<file path="src/rtl/fts_pkg.sv">
package fts_pkg;

  localparam int STAGES = 4;

  typedef enum logic [2:0] {
    ST_RUN        = 3'd0,
    ST_SQUASH     = 3'd1,
    ST_BLOCKED    = 3'd2,
    ST_WAIT_RESP  = 3'd3,
    ST_WAIT_RETRY = 3'd4,
    ST_ACC_DONE   = 3'd5,
    ST_TRAP       = 3'd6,
    ST_QUIESCE    = 3'd7
  } fstate_t;

  typedef struct packed {
    logic cmt;
    logic rob;
    logic dec;
  } squash_in_t;

  // A squash takes effect unless it is a decode squash on a thread already squashing.
  function automatic logic squash_taken(squash_in_t s, fstate_t cur);
    return s.cmt | s.rob | (s.dec & (cur != ST_SQUASH));
  endfunction

  // States that keep their value when a stall is asserted.
  function automatic logic stall_exempt(fstate_t cur);
    return (cur == ST_WAIT_RESP) || (cur == ST_WAIT_RETRY) ||
           (cur == ST_TRAP) || (cur == ST_QUIESCE);
  endfunction

  // States that give the fetch stage work to do.
  function automatic logic drives_fetch(fstate_t cur);
    return (cur == ST_RUN) || (cur == ST_SQUASH) || (cur == ST_ACC_DONE);
  endfunction

  function automatic logic [STAGES-1:0] next_flags(logic [STAGES-1:0] cur,
                                                   logic [STAGES-1:0] set,
                                                   logic [STAGES-1:0] clr);
    return (cur | set) & ~clr;
  endfunction

endpackage

</file>
<file path="src/rtl/fts_stall_flags.sv">
module fts_stall_flags
  import fts_pkg::*;
#(
  parameter int NT = 2
) (
  input  logic               clk,
  input  logic               rst_n,
  input  logic [NT*STAGES-1:0] set_i,
  input  logic [NT*STAGES-1:0] clr_i,
  output logic [NT*STAGES-1:0] flags_q,
  output logic [NT*STAGES-1:0] flags_d,
  output logic               proto_err_q
);

  logic [NT-1:0] err_t;

  for (genvar t = 0; t < NT; t++) begin : g_thr
    assign flags_d[t*STAGES +: STAGES] =
      next_flags(flags_q[t*STAGES +: STAGES], set_i[t*STAGES +: STAGES],
                 clr_i[t*STAGES +: STAGES]);
    assign err_t[t] = |(clr_i[t*STAGES +: STAGES] &
                        (~flags_q[t*STAGES +: STAGES] | set_i[t*STAGES +: STAGES]));
  end

  always_ff @(posedge clk) begin
    if (!rst_n) begin
      flags_q     <= '0;
      proto_err_q <= 1'b0;
    end else begin
      flags_q     <= flags_d;
      proto_err_q <= |err_t;
    end
  end

endmodule

</file>
<file path="src/rtl/fts_thread_fsm.sv">
module fts_thread_fsm
  import fts_pkg::*;
(
  input  logic       clk,
  input  logic       rst_n,
  input  squash_in_t sq_i,
  input  logic       stalled_i,
  input  logic       resp_hit_i,
  input  logic       grant_hit_i,
  input  logic       refuse_win_i,
  input  logic       req_sent_i,
  input  logic       fault_i,
  input  logic       quiesce_i,
  input  logic       req_refused_i,
  output fstate_t    state_q,
  output fstate_t    state_d,
  output logic       sq_taken_o,
  output logic       refuse_cand_o,
  output logic       resp_accept_o
);

  logic blocks;
  logic releases;
  logic quiet;

  assign sq_taken_o    = squash_taken(sq_i, state_q);
  assign blocks        = stalled_i && !stall_exempt(state_q);
  assign releases      = (state_q == ST_BLOCKED) || (state_q == ST_SQUASH);
  assign quiet         = !sq_taken_o && !blocks && !releases;
  assign refuse_cand_o = quiet && (state_q == ST_RUN) && !fault_i && !quiesce_i &&
                         req_refused_i;
  assign resp_accept_o = resp_hit_i && quiet && (state_q == ST_WAIT_RESP);

  always_comb begin
    state_d = state_q;
    if (sq_taken_o) begin
      state_d = ST_SQUASH;
    end else if (blocks) begin
      state_d = ST_BLOCKED;
    end else if (releases) begin
      state_d = ST_RUN;
    end else begin
      unique case (state_q)
        ST_WAIT_RESP:  if (resp_hit_i) state_d = stalled_i ? ST_BLOCKED : ST_ACC_DONE;
        ST_WAIT_RETRY: if (grant_hit_i) state_d = ST_WAIT_RESP;
        ST_ACC_DONE:   state_d = ST_RUN;
        ST_RUN: begin
          if (fault_i)           state_d = ST_TRAP;
          else if (quiesce_i)    state_d = ST_QUIESCE;
          else if (refuse_win_i) state_d = ST_WAIT_RETRY;
          else if (req_sent_i)   state_d = ST_WAIT_RESP;
        end
        default: state_d = state_q;
      endcase
    end
  end

  always_ff @(posedge clk) begin
    if (!rst_n) state_q <= ST_RUN;
    else        state_q <= state_d;
  end

endmodule

</file>
<file path="src/rtl/fts_retry_arb.sv">
module fts_retry_arb #(
  parameter int NT = 2,
  localparam int TW = (NT > 1) ? $clog2(NT) : 1
) (
  input  logic          clk,
  input  logic          rst_n,
  input  logic [NT-1:0] cand_i,
  input  logic          grant_i,
  input  logic [NT-1:0] sq_taken_i,
  output logic [NT-1:0] win_o,
  output logic [NT-1:0] grant_hit_o,
  output logic          blocked_q
);

  logic [TW-1:0] owner_q;
  logic [TW-1:0] win_idx;
  logic          found;
  logic          owner_squashed;

  always_comb begin
    found   = 1'b0;
    win_o   = '0;
    win_idx = '0;
    for (int i = 0; i < NT; i++) begin
      if (!found && cand_i[i] && !blocked_q) begin
        found    = 1'b1;
        win_o[i] = 1'b1;
        win_idx  = TW'(i);
      end
    end
  end

  always_comb begin
    owner_squashed = 1'b0;
    for (int i = 0; i < NT; i++) begin
      grant_hit_o[i] = grant_i && blocked_q && (owner_q == TW'(i));
      if (owner_q == TW'(i) && sq_taken_i[i]) owner_squashed = 1'b1;
    end
  end

  always_ff @(posedge clk) begin
    if (!rst_n) begin
      blocked_q <= 1'b0;
      owner_q   <= '0;
    end else if (blocked_q) begin
      if (grant_i || owner_squashed) blocked_q <= 1'b0;
    end else if (found) begin
      blocked_q <= 1'b1;
      owner_q   <= win_idx;
    end
  end

endmodule

</file>
<file path="src/rtl/fetch_thread_status.sv">
module fetch_thread_status
  import fts_pkg::*;
#(
  parameter int NUM_THREADS = 2,
  localparam int TID_W = (NUM_THREADS > 1) ? $clog2(NUM_THREADS) : 1,
  localparam int FLAG_W = NUM_THREADS * STAGES
) (
  input  logic                     clk,
  input  logic                     rst_n,
  input  logic [NUM_THREADS-1:0]   thread_active,
  input  logic [FLAG_W-1:0]        block_pulse,
  input  logic [FLAG_W-1:0]        unblock_pulse,
  input  logic                     ctx_switch,
  input  logic [NUM_THREADS-1:0]   commit_squash,
  input  logic [NUM_THREADS-1:0]   rob_squashing,
  input  logic [NUM_THREADS-1:0]   decode_squash,
  input  logic [NUM_THREADS-1:0]   req_sent,
  input  logic [NUM_THREADS-1:0]   req_refused,
  input  logic                     resp_valid,
  input  logic [TID_W-1:0]         resp_tid,
  input  logic                     retry_grant,
  input  logic [NUM_THREADS-1:0]   fault,
  input  logic [NUM_THREADS-1:0]   quiesce,
  output logic [3*NUM_THREADS-1:0] status,
  output logic                     status_changed,
  output logic                     stage_active,
  output logic                     cache_blocked,
  output logic                     resp_dropped,
  output logic                     proto_err
);

  logic [FLAG_W-1:0]      stall_q;
  logic [FLAG_W-1:0]      stall_d;
  logic [NUM_THREADS-1:0] sq_taken;
  logic [NUM_THREADS-1:0] refuse_cand;
  logic [NUM_THREADS-1:0] refuse_win;
  logic [NUM_THREADS-1:0] grant_hit;
  logic [NUM_THREADS-1:0] resp_accept;
  logic [NUM_THREADS-1:0] changed;
  logic [NUM_THREADS-1:0] busy;
  logic                   chg_q;
  logic                   drop_q;

  fts_stall_flags #(.NT(NUM_THREADS)) u_flags (
    .clk        (clk),
    .rst_n      (rst_n),
    .set_i      (block_pulse),
    .clr_i      (unblock_pulse),
    .flags_q    (stall_q),
    .flags_d    (stall_d),
    .proto_err_q(proto_err)
  );

  fts_retry_arb #(.NT(NUM_THREADS)) u_retry (
    .clk        (clk),
    .rst_n      (rst_n),
    .cand_i     (refuse_cand),
    .grant_i    (retry_grant),
    .sq_taken_i (sq_taken),
    .win_o      (refuse_win),
    .grant_hit_o(grant_hit),
    .blocked_q  (cache_blocked)
  );

  for (genvar t = 0; t < NUM_THREADS; t++) begin : g_thr
    localparam logic [TID_W-1:0] TID = TID_W'(t);
    fstate_t    cur;
    fstate_t    nxt;
    squash_in_t sq;
    logic       stalled;

    assign sq      = '{cmt: commit_squash[t], rob: rob_squashing[t], dec: decode_squash[t]};
    assign stalled = (|stall_d[t*STAGES +: STAGES]) | ctx_switch;

    fts_thread_fsm u_fsm (
      .clk          (clk),
      .rst_n        (rst_n),
      .sq_i         (sq),
      .stalled_i    (stalled),
      .resp_hit_i   (resp_valid && (resp_tid == TID)),
      .grant_hit_i  (grant_hit[t]),
      .refuse_win_i (refuse_win[t]),
      .req_sent_i   (req_sent[t]),
      .fault_i      (fault[t]),
      .quiesce_i    (quiesce[t]),
      .req_refused_i(req_refused[t]),
      .state_q      (cur),
      .state_d      (nxt),
      .sq_taken_o   (sq_taken[t]),
      .refuse_cand_o(refuse_cand[t]),
      .resp_accept_o(resp_accept[t])
    );

    assign status[3*t +: 3] = cur;
    assign changed[t]       = (nxt != cur);
    assign busy[t]          = thread_active[t] && drives_fetch(cur);
  end

  always_ff @(posedge clk) begin
    if (!rst_n) begin
      chg_q  <= 1'b0;
      drop_q <= 1'b0;
    end else begin
      chg_q  <= |changed;
      drop_q <= resp_valid && !(|resp_accept);
    end
  end

  assign status_changed = chg_q;
  assign resp_dropped   = drop_q;
  assign stage_active   = |busy;

endmodule

</file>
<file path="config.mk">
export PLATFORM = sky130hd
export DESIGN_NAME = fetch_thread_status
export DESIGN_NICKNAME = d
export VERILOG_FILES = /design/src/rtl/fts_pkg.sv /design/src/rtl/fts_stall_flags.sv /design/src/rtl/fts_thread_fsm.sv /design/src/rtl/fts_retry_arb.sv /design/src/rtl/fetch_thread_status.sv
export SDC_FILE = /design/constraint.sdc
export NUM_CORES = 1
export LEC_CHECK = 0
export BUFFER_PORTS_ARGS = -buffer_cell sky130_fd_sc_hd__buf_2
export CORE_UTILIZATION = 55
export CTS_CLUSTER_SIZE = 10
export DETAILED_ROUTE_END_ITERATION = 12
export HOLD_SLACK_MARGIN = 0.15
export PLACE_DENSITY = 0.85
export SETUP_SLACK_MARGIN = 0.5
export SLEW_MARGIN = 20
export SYNTH_ARGS = -nofsm -noshare
export SYNTH_HDL_FRONTEND = slang
export SYNTH_SLANG_ARGS = --single-unit
</file>
<file path="constraint.sdc">
create_clock -name clk -period 4.16 [get_ports clk]
set_input_delay 1.248 -clock clk [delete_from_list [all_inputs] [get_ports clk]]
set_output_delay 1.248 -clock clk [all_outputs]
set_load 0.01 [all_outputs]
</file>
==> results of run 1 <==
cell families (layout without fill, tap and decap cells):
family | Yosys count | after routing | share of synthesized area [%]
buffers and inverters | 21 | 64 | 5.71
adder cells (fa/ha/maj) | 1 | 1 | 0.626
multiplexers | 2 | 2 | 1.25
XOR/XNOR | 1 | 1 | 0.548
AO/OA/AOI/OAI | 69 | 69 | 35.1
flip-flops | 19 | 19 | 23.8
AND/OR/NAND/NOR | 98 | 98 | 32.9
metal layers:
layer | up-vias | track usage, %
met5 | - | 0
met4 | 0 | 9.41
met3 | 11 | 3.72
met2 | 90 | 44.2
met1 | 787 | 34.4
li1 | 867 | -
power by group:
part           switching, mW  internal (mW)
logic                 0.0650         0.0581
registers             0.0132          0.190
clock network         0.0636         0.0375
total                  0.142          0.286
layout make-up:
class	count	area share, %
timing repair buffer	48	12.9
multi-input combinational	171	60.7
tap	31	2.09
clock buffer	4	1.41
inverter	12	2.42
sequential	19	20.5
sequential cells by signal, summed over array words and instances (netlist names):
register,count
g_thr.u_fsm.state_q,6
u_flags.proto_err_q,1
u_retry.owner_q,1
u_flags.flags_q,8
u_retry.blocked_q,1
status_changed,1
resp_dropped,1
worst reg2reg max path, stage by stage, from the launching register on:
cell      delay (ns)
dfxtp_1         0.63
inv_1           0.14
nor2_1          0.30
a221oi_4        0.10
nor3_4          0.39
o31a_1          0.22
nor4_1          0.06
o41a_1          0.41
layout by cell type (no fill, tap or decap), types with 5 or more instances in the layout:
master / instances
and2_1: 12
buf_2: 48
nor2_1: 20
o21ai_0: 15
inv_1: 12
a21oi_1: 6
dfxtp_1: 19
nor3_1: 10
a211oi_1: 5
nand2b_1: 6
nor2b_1: 5
nand3_1: 5
nand2_1: 20
per-stage QoR:
step | cell area, um^2 | power, mW
global route | 1860 | 0.447
global placement | 1830 | 0.327
finish | 1860 | 0.428
CTS | 1860 | 0.427
floorplan | 1600 | 0.287
detailed placement | 1830 | 0.329
worst paths after layout:
| check | startpoint | end | slack (ns) | cells past startpoint |
|---|---|---|---|---|
| setup / recovery | g_thr[0].u_fsm.state_q[2] | stage_active | 1.06 | 5 |
| hold / removal | u_retry.owner_q | u_retry.owner_q | 0.59 | 2 |
| setup reg to reg | g_thr[0].u_fsm.state_q[2] | status_changed | 1.81 | 7 |
| hold reg to reg | u_retry.owner_q | u_retry.owner_q | 0.59 | 2 |
==> impl_metrics.yaml, run 1 <==
run_status:
  status: "finished clean"
layout:
  insertedDiodeCount: 0
  fin_nets: 293
  final_util_pct: 67.4
  fill_cells: 231
  drive_gt1_share_pct: 26.4
  regArea_um2: 380
  area_growth_pct: 16.2
  fin_cells: 285
  multi_input_area_um2: 1130
drt:
  wirelength_um: 4040
  wl_met3_um: 320
  wl_per_cell_um: 14.2
  vias: 1755
  firstDrtPassIters: 5
  wl_met2_um: 1860
  drt_drc_violations_left: 0
  wirelength_met1_um: 1770
  via_per_inst: 6.16
  first_iter_violations: 99
  ant_nets: 0
  routed.top_layer: "met4"
critical_path:
  cp_cell_sequence: "inv_1, nor2_1, nor3b_1, a31o_2, buf_2"
  critPathTopFamily: "flip-flops"
  slowest_stage: "dfxtp_1"
  worstPathArrival_ns: 1.86
  crit_fanout: 14
  end_kind: "output port"
  crit_buf_inv: 2
  start_kind: "flip-flop"
  criticalPathCategory: "flip-flop to output port"
  critical-path-max-stage-delay_ns: 0.63
  cp_data_required_time_ns: 2.91
place:
  place_ws_ns: 1.02
  port_buffers: 48
  hpwl_um: 3120
  gp_congestion: 0.900
  place_inst: 281
timing:
  fin_tns_setup_ns: 0
  period_minus_slack_ns: 3.10
  finalMaxSlewViolations: 0
  hold_viol: 0
  finalClockSkew_ns: 0.00357
  fin_ws_ns: 1.06
  maxSlewHeadroom_pct: 55.0
  min_period_over_period_pct: 74.6
  setup_violations: 0
  whs_ns: 0.587
  rsz0062_at_grt: "no"
  tightest_slew_ns: 0.675
  fmax_mhz: 322
clock_tree:
  ctsResizeCount: 0
  cts_tree: "built"
  clk_pin_slew_ns: 0.12
  cts_htree_levels: 1
  cts_root_buf: "clkbuf_4"
  cts_inserted_buffers: 3
  clock_latency_ns: 0.31
  cts_setup_buffers: 0
  numClockSinks: 19
  postCtsHoldBufs: 0
  clockBufferDepth: 2
synth:
  synth_flop_cell: "dfxtp_1"
  ys_top_cells_by_area: "dfxtp_1 (24%), and2_1 (4.7%), nand2_1 (4.7%)"
  syn_area_per_cell_um2: 7.58
  synth_cells: 211
  yosysWarnings: 0
  yosysTopAreaCellShare_pct: 23.8
  synth_edf_count: 0
  synth.cell_area_um2: 1600
  ys_types: 57
  synthArstFlopShare_pct: 0
  syn_nets: 249
  synth-seq-area-share_pct: 23.8
  synth_seq_cells: 19
  synth.top_cells.by_count: "nand2_1 (20), nor2_1 (20), dfxtp_1 (19)"
  synth_top_area_cell: "dfxtp_1"
grt:
  track_usage_pct: 26.3
  antenna_found_initial: 0
  grt_pass1_vias: 1517
  grt.overflow.total: 0
  grt_max_degree: 20
  grt_pass1_wl_um: 6650
job:
  cap_violations: 0
floorplan:
  coreArea_um2: 2760
  start_util_pct: 58.0
  die_x_um: 55.9
  pin_count: 49
  die_area_um2: 3130
  dieHeight_um: 55.9
  rows: 19
power_and_ir_drop:
  p_per_area_nw_per_um2: 230
  ir_drop_uv: 187
  leakagePower_nw: 0.750
worst_hold_path:
  hold_class: "flip-flop to flip-flop"
Power figures use the tool's default switching activity.
==> run 2, diff against run 1 <==
Settings changed: CORE_UTILIZATION 55 to 46, PLACE_DENSITY 0.85 to 0.76.
Clock period 4.16 ns to 2.7 ns, I/O delays scaled along.
==> run 2 against run 1 <==
Net effect:
- flip-flop and latch count unchanged
- routed wire length increased by 7.2%
- via count increased by 0.85%
- first-iteration DRC count decreased by 35%
- largest power group unchanged
- critical endpoint is now status_changed
- clock power increased by 60%
- critical path depth increased by 3
==> impl_metrics.yaml, run 2 (same netlist as run 1, synthesis figures left out) <==
run_status:
  status: "finished clean"
floorplan:
  dieHeight_um: 61.0
  start_util_pct: 47.9
  die_x_um: 61.0
  coreArea_um2: 3340
  rows: 21
  pin_count: 49
  die_area_um2: 3720
critical_path:
  worstPathArrival_ns: 2.44
  crit_buf_inv: 1
  critPathMostFrequentCell: "nor3_4"
  rr_worst_depth: 6
  end_kind: "flip-flop"
  criticalPathCategory: "input port to flip-flop"
  timing.rr.start: "g_thr[0].u_fsm.state_q[1]"
  cp_cell_sequence: "buf_6, o21ba_4, nor3_4, a221oi_4, nor3_4, o31ai_4, mux2i_1, o41a_1"
  slowest_stage: "o41a_1"
  ff2ff_setup_slack_ns: 0.58
  start_kind: "input port"
  r2r-end: "status_changed"
  critical-path-max-stage-delay_ns: 0.40
  cp_data_required_time_ns: 2.92
  crit_fanout: 5
  critPathTopFamily: "compound AO/OA/AOI/OAI gates"
timing:
  whs_ns: 0.593
  finalMaxSlewViolations: 0
  rsz0062_at_grt: "yes"
  period_minus_slack_ns: 2.23
  finalClockSkew_ns: 0.00249
  tightest_slew_ns: 0.469
  fin_tns_setup_ns: 0
  min_period_over_period_pct: 82.6
  maxSlewHeadroom_pct: 68.2
  hold_viol: 0
  fmax_mhz: 449
  setup_violations: 0
drt:
  drt_drc_violations_left: 0
  wl_per_cell_um: 13.8
  ant_nets: 0
  via_per_inst: 5.64
  firstDrtPassIters: 4
  vias: 1770
  first_iter_violations: 64
  wirelength_um: 4330
layout:
  area_growth_pct: 27.1
  fin_nets: 307
  largest_reg_flops: 8
  drive_gt1_share_pct: 34.7
  largest-register: "u_flags.flags_q"
  final_util_pct: 60.9
  reg_top3: "u_flags.flags_q (8), g_thr.u_fsm.state_q (6)"
  fill_cells: 318
  fin_cells: 314
  insertedDiodeCount: 0
  layout_commonest_cell: "buf_2"
  layout_common_cells: "buf_2 (47), nor2_1 (19), nand2_1 (19)"
place:
  gp_congestion: 0.889
  place_inst: 302
  hpwl_um: 3240
  port_buffers: 48
clock_tree:
  cts_tree: "built"
  cts_inserted_buffers: 3
  clk_pin_slew_ns: 0.13
  clock_latency_ns: 0.32
  numClockSinks: 19
  cts_htree_levels: 1
  cts_root_buf: "clkbuf_4"
  postCtsHoldBufs: 0
  clockBufferDepth: 2
power_and_ir_drop:
  internal-power_uw: 454
  p_per_area_nw_per_um2: 339
  p_clk_share_pct: 23.5
  p_sw_uw: 234
  power_frac_seq_pct: 44.8
  p_sw_share_pct: 34.0
  ir_drop_uv: 186
  leakagePower_nw: 0.835
  comb_power_share_pct: 31.6
worst_hold_path:
  worstHoldStart: "g_thr[1].u_fsm.state_q[0]"
  hold_class: "flip-flop to flip-flop"
  min_to: "g_thr[1].u_fsm.state_q[1]"
  hold_depth: 2
grt:
  grt_max_degree: 19
  antenna_found_initial: 0
  grt_pass1_vias: 1514
  grt.overflow.total: 0
  track_usage_pct: 24.0
  grt_pass1_wl_um: 6550
job:
  cap_violations: 0
## run 2: layout make-up
cell class	instances	area, um^2	area share [%]
repair buffers	62	352	17.3
inverters	12	45.0	2.22
well taps	46	57.6	2.83
flip-flops and latches	19	390	19.2
clock inverters	1	5.00	0.246
multi-input cells	171	1160	57.1
clock buffers	3	22.5	1.11
## run 2: metal layers
| metal | wire length [um] | GRT usage (%) |
|---|---|---|
| met1 | 1960 | 29.8 |
| met2 | 2080 | 41.9 |
| met3 | 230 | 3.41 |
| met4 | 57 | 9.42 |
| met5 | 0 | 0 |
## run 2: what timing repair did
item | in CTS | in global routing
buffers inserted | 6 | 2
pin swaps | 1 | 8
gates resized for setup | 8 | 5
endpoints found under the setup margin | 2 | 2
cloned | 0 | 0
## run 2: through the flow
step	area (um^2)	total power, mW	setup WS (ns)
final	2030	0.688	0.471
after global routing	2030	0.731	0.387
after CTS	2000	0.680	0.486
after detailed placement	1910	0.517	0.124
after global placement	1910	0.515	0.140
after floorplan	1610	0.445	0.370
## run 2: how the worst max path moves through the flow
stage / from / endpoint / slack (ns) / depth (start not counted)
after floorplan: block_pulse[0] / status_changed / 0.37 / 7
after global placement: rob_squashing[0] / status_changed / 0.14 / 7
after detailed placement: block_pulse[0] / status_changed / 0.12 / 8
after CTS: block_pulse[0] / status_changed / 0.49 / 8
after global routing: block_pulse[1] / status_changed / 0.39 / 8
final: block_pulse[1] / status_changed / 0.47 / 8
## run 2: power groups by stage
stage | clock network, mW | registers [mW] | logic (mW)
5_1_grt | 0.179 | 0.311 | 0.241
4_1_cts | 0.163 | 0.308 | 0.209
6_report | 0.162 | 0.309 | 0.218
2_1_floorplan | 0 | 0.310 | 0.135
3_5_place_dp | 0 | 0.315 | 0.203
3_3_place_gp | 0 | 0.314 | 0.200
## run 2: worst min-delay path: stages (launching register included)
cell and delay, ns:
dfxtp_2 0.41, nand2_1 0.08, a31oi_1 0.08
